**src/rtl/nat_pkg.sv**
```systemverilog
package nat_pkg;
  localparam int CFG_W = 2;

  typedef enum logic [CFG_W-1:0] {
    CFG_SZ_64M  = 2'b00,
    CFG_SZ_128M = 2'b01,
    CFG_SZ_256M = 2'b10,
    CFG_SZ_RSVD = 2'b11
  } mem_cfg_e;

  function automatic logic cfg_is_reserved(input logic [CFG_W-1:0] cfg);
    return mem_cfg_e'(cfg) == CFG_SZ_RSVD;
  endfunction
endpackage

```
**src/rtl/nat_ofs_add.sv**
```systemverilog
module nat_ofs_add #(
  parameter int AW  = 28,
  parameter int OW  = 2,
  parameter bit SUB = 1'b0
) (
  input  logic [AW-1:0] addr_i,
  input  logic [OW-1:0] ofs_i,
  output logic [AW-1:0] addr_o
);
  localparam int LW = AW - OW;

  logic [OW-1:0] hi;

  // Only the top OW bits move; carry out of the top bit is dropped (wrap).
  generate
    if (SUB) begin : g_sub
      assign hi = addr_i[AW-1:LW] - ofs_i;
    end else begin : g_add
      assign hi = addr_i[AW-1:LW] + ofs_i;
    end
  endgenerate

  assign addr_o = {hi, addr_i[LW-1:0]};
endmodule

```
**src/rtl/nat_range_chk.sv**
```systemverilog
module nat_range_chk
  import nat_pkg::*;
#(
  parameter int AW       = 28,
  parameter int BASE_LG2 = 26
) (
  input  logic [AW-1:0]    addr_i,
  input  logic [CFG_W-1:0] cfg_i,
  output logic             ok_o
);
  logic [AW-1:0] above;
  int            lim_lg2;

  always_comb begin
    lim_lg2 = BASE_LG2 + int'(cfg_i);
    above   = addr_i >> lim_lg2;
    ok_o    = !cfg_is_reserved(cfg_i) && (above == '0);
  end
endmodule

```
**src/rtl/net_ofs_xlate.sv**
```systemverilog
module net_ofs_xlate
  import nat_pkg::*;
#(
  parameter int NET_AW   = 28,
  parameter int OFS_W    = 2,
  parameter int BASE_LG2 = 26
) (
  input  logic                clk,
  input  logic                rst,
  input  logic [OFS_W-1:0]    ofs_sel_i,
  input  logic [CFG_W-1:0]    mem_cfg_i,
  input  logic                tx_req_i,
  input  logic [NET_AW-1:0]   tx_addr_i,
  input  logic                rx_req_i,
  input  logic [NET_AW-1:0]   rx_addr_i,
  input  logic                fwd_req_i,
  input  logic [NET_AW-1:0]   fwd_addr_i,
  output logic                net_vld_o,
  output logic [NET_AW-1:0]   net_addr_o,
  output logic                hwr_vld_o,
  output logic                hwr_oor_o,
  output logic [NET_AW-1:0]   hwr_addr_o,
  output logic                rx_vld_o,
  output logic                rx_oor_o,
  output logic [NET_AW-1:0]   rx_addr_o,
  output logic                fwd_vld_o,
  output logic [NET_AW-1:0]   fwd_addr_o
);
  localparam int LW = NET_AW - OFS_W;

  logic [NET_AW-1:0] tx_net, rx_loc;
  logic              hwr_ok, rx_ok;

  nat_ofs_add #(.AW(NET_AW), .OW(OFS_W), .SUB(1'b0)) u_tx_add (
    .addr_i(tx_addr_i), .ofs_i(ofs_sel_i), .addr_o(tx_net));

  nat_ofs_add #(.AW(NET_AW), .OW(OFS_W), .SUB(1'b1)) u_rx_sub (
    .addr_i(rx_addr_i), .ofs_i(ofs_sel_i), .addr_o(rx_loc));

  nat_range_chk #(.AW(NET_AW), .BASE_LG2(BASE_LG2)) u_hwr_chk (
    .addr_i(tx_addr_i), .cfg_i(mem_cfg_i), .ok_o(hwr_ok));

  nat_range_chk #(.AW(NET_AW), .BASE_LG2(BASE_LG2)) u_rx_chk (
    .addr_i(rx_loc), .cfg_i(mem_cfg_i), .ok_o(rx_ok));

  // Strobes and flags: reset, one cycle long.
  always_ff @(posedge clk) begin
    if (rst) begin
      net_vld_o <= 1'b0;
      hwr_vld_o <= 1'b0;
      hwr_oor_o <= 1'b0;
      rx_vld_o  <= 1'b0;
      rx_oor_o  <= 1'b0;
      fwd_vld_o <= 1'b0;
    end else begin
      net_vld_o <= tx_req_i;
      hwr_vld_o <= tx_req_i && hwr_ok;
      hwr_oor_o <= tx_req_i && !hwr_ok;
      rx_vld_o  <= rx_req_i && rx_ok;
      rx_oor_o  <= rx_req_i && !rx_ok;
      fwd_vld_o <= fwd_req_i;
    end
  end

  // Address registers: loaded on accept, held otherwise, no reset.
  always_ff @(posedge clk) begin
    if (tx_req_i) begin
      net_addr_o <= tx_net;
      hwr_addr_o <= tx_addr_i;
    end
    if (rx_req_i)  rx_addr_o  <= rx_loc;
    if (fwd_req_i) fwd_addr_o <= fwd_addr_i;
  end

  assert_tx_strobe_R2: assert property (@(posedge clk) disable iff (rst)
    tx_req_i |=> net_vld_o);

  assert_tx_low_bits_R4: assert property (@(posedge clk) disable iff (rst)
    net_vld_o |-> (net_addr_o[LW-1:0] == hwr_addr_o[LW-1:0]));

  assert_rx_undo_R5: assert property (@(posedge clk) disable iff (rst)
    rx_req_i |=> (NET_AW'(rx_addr_o + {$past(ofs_sel_i), {LW{1'b0}}}) == $past(rx_addr_i)));

  assert_fwd_pass_R6: assert property (@(posedge clk) disable iff (rst)
    fwd_req_i |=> (fwd_vld_o && fwd_addr_o == $past(fwd_addr_i)));

  assert_store_excl_R7: assert property (@(posedge clk) disable iff (rst)
    !(rx_vld_o && rx_oor_o) && !(hwr_vld_o && hwr_oor_o));

  assert_rsvd_cfg_R8: assert property (@(posedge clk) disable iff (rst)
    (rx_req_i && cfg_is_reserved(mem_cfg_i)) |=> (rx_oor_o && !rx_vld_o));

  assert_hold_R9: assert property (@(posedge clk) disable iff (rst)
    !tx_req_i |=> (!net_vld_o && $stable(net_addr_o)));
endmodule

```
**config.mk**
```make
export PLATFORM = sky130hd
export DESIGN_NAME = net_ofs_xlate
export DESIGN_NICKNAME = d
export VERILOG_FILES = /design/src/rtl/nat_pkg.sv /design/src/rtl/nat_ofs_add.sv /design/src/rtl/nat_range_chk.sv /design/src/rtl/net_ofs_xlate.sv
export SDC_FILE = /design/constraint.sdc
export NUM_CORES = 1
export LEC_CHECK = 0
export CAP_MARGIN = 20
export CORE_MARGIN = 8
export CORE_UTILIZATION = 43
export DETAILED_ROUTE_END_ITERATION = 6
export GPL_ROUTABILITY_DRIVEN = 0
export HOLD_SLACK_MARGIN = 0.08
export PLACE_DENSITY = 0.83
export SYNTH_ARGS = -nofsm -noshare
export SYNTH_HDL_FRONTEND = slang
export SYNTH_HIERARCHICAL = 1
export SYNTH_SLANG_ARGS = --single-unit
```
**constraint.sdc**
```tcl
create_clock -name clk -period 2.83 [get_ports clk]
set_clock_uncertainty 0.2 [all_clocks]
set_input_delay 0.849 -clock clk [delete_from_list [all_inputs] [get_ports clk]]
set_output_delay 0.849 -clock clk [all_outputs]
set_load 0.005 [all_outputs]
```
==> metrics <==
Buf/Inv on CP 1; Avg Vias per Cell 4.56; top-area cell type share of the netlist area 82.9%; CP Launch Type flip-flop; register bit total from synthesis 118; area of the die 0.0128 mm2; status finished, final reports clean; core area 0.00920 mm2; Slew @ Worst Pin 0.420 ns; GRT overflow 0; dpl cell area 0.00594 mm2; Ant. Diodes 0; Compound-Gate Fraction of Synth Area 0.617%; final core utilization 71.6%; period utilization 86.1%; I/O Buffers 210; most common cell after layout, fill and taps aside clkdlybuf4s50_1; Setup CP Type reg2out; WL final 10.3 mm; Crit. End Element primary output; largest family of logic cells by synthesized area buffers and inverters; pre-CTS setup slack 0.122 ns; post-CTS sizing 0; PD cells 748 mW/mm2; # DRC 0; Max Cap Violations 0; floorplan row count 35; P&R area growth vs syn 62.4%; initial antenna violation count 0; DR vias 2242; global-route wire length before repair 14.6 mm; drt pass-1 iters 4; CTS H-tree lvls 4; Post-Syn Area 0.00406 mm2; Finished Cell Area 0.00659 mm2; setup tns final 0 ns; standby leakage power 2.40 nW; clock root cell clkbuf_8; delay-heaviest family, CP buffers and inverters; Slew Limit Fails 0; Nets 463; maximum vdd drop 0.520 mV; Worst Path Arrival 1.39 ns; Avg Synthesized Cell Area 21.6 um2; syn nets 283; CTS tree built; dpl hpwl 7.85 mm; WP depth 1; distinct cell type count after synthesis 12; Slowest Stage Delay on Critical Path 0.55 ns; # fillers 610; CTS max path bufs 2; Final Hold Viols 0; highest-delay cell along the critical path clkdlybuf4s50_1; post-synthesis mux area share 0%; crit-path max FO 1; largest net degree at the start of global routing 42; Slew HR 72.0%; adder-cell area share of the yosys netlist 0.617%; post-route setup slack 0.393 ns; Setup Buffers After CTS 0; XOR/XNOR Fraction of Synth Area 1.17%; Wirelength per Cell 20.9 um; Hold Crit Class in2reg; Die Wd 113 um; f_max 410 MHz; vias in the first global route 2435; depth of the worst hold-timing path 1; Area contributors post-synth edfxtp_1 83%, buf_4 9.6%, dfxtp_1 3.0%; RSZ-0062 raised after global routing false; Worst Path Required 1.78 ns; area leader, netlist edfxtp_1; Starting Density 44.1%; sequential cell area fraction in the yosys report 85.9%; Simple-Gate Fraction of Synth Area 1.91%; clk sinks 118; CTS clk-pin slew, worst paths 0.06 ns; antenna violation net count after detailed routing 0; Die Span Y 113 um; total global-route track usage 15.7%; fin crit period 2.44 ns; Hold Buf Count CTS 0; share of layout cells above drive strength 1 10.5%; post-synthesis cell count 188; yosys warns 6; drt first-iter violations 131; TritonCTS Buffers 17; num ports 211; Setup violations, final 0; commonest non-fill, non-tap cells in the layout 209 x clkdlybuf4s50_1, 112 x edfxtp_1, 16 x clkbuf_16; CP Cell Sequence clkdlybuf4s50_1
per-layer routing:
metal	up-vias	GRT usage (%)	share of wire (%)
li1	1007	-	-
met1	1109	14.7	34
met2	119	29.6	56
met3	7	6.07	8.8
met4	0	6.84	0.96
met5	-	0	0
layout make-up:
type | count | area [um2] | area share (%)
clock inverters | 13 | 228 | 3.46
flip-flops and latches | 118 | 3480 | 52.9
multi-input cells | 16 | 175 | 2.66
inverters | 2 | 7.51 | 0.114
clock buffers | 19 | 422 | 6.40
well taps | 111 | 139 | 2.11
repair buffers | 213 | 2130 | 32.4
through the flow:
step | power (mW) | cells | hold slack (ns)
3_5_place_dp | 2.64 | 460 | 1.12
3_3_place_gp | 2.62 | 460 | 1.11
4_1_cts | 4.98 | 492 | 0.591
6_report | 4.93 | 492 | 0.622
5_1_grt | 5.08 | 492 | 0.606
2_1_floorplan | 2.23 | 188 | 0.725
worst paths after layout:
kind,slack (ns),endpoint,startpoint
hold / removal,0.62,net_addr_o[21],tx_req_i
setup / recovery,0.39,fwd_addr_o[15],fwd_addr_o[15]
synthesized netlist by cell type (all sizes together):
| cell | instances |
|---|---|
| edfxtp | 112 |
| and3b | 2 |
| inv | 2 |
| and2b | 2 |
| nor3b | 2 |
| buf | 52 |
| nand2b | 2 |
| nor2b | 2 |
| ha | 2 |
| dfxtp | 6 |
| o31ai | 2 |
| xor3 | 2 |
sequential cells by signal, indices dropped and copies added (netlist names):
register,cells
hwr_vld_o,1
hwr_oor_o,1
rx_vld_o,1
net_vld_o,1
net_addr_o,28
rx_addr_o,28
rx_oor_o,1
hwr_addr_o,28
fwd_vld_o,1
fwd_addr_o,28
cell families after synthesis:
kind of cell | after synthesis
AOI/OAI and AO/OA | 2
xor gates and xnor gates | 2
adders and majority gates | 2
buffers and inverters | 54
DFF | 118
and+or+nand+nor | 10
power by group:
part           internal [mW]  switching [mW]  total (mW)
logic                  0.342           0.154       0.496
registers               2.07          0.0374        2.10
clock network           1.61           0.721        2.33
(Power assumes the default switching activity.)
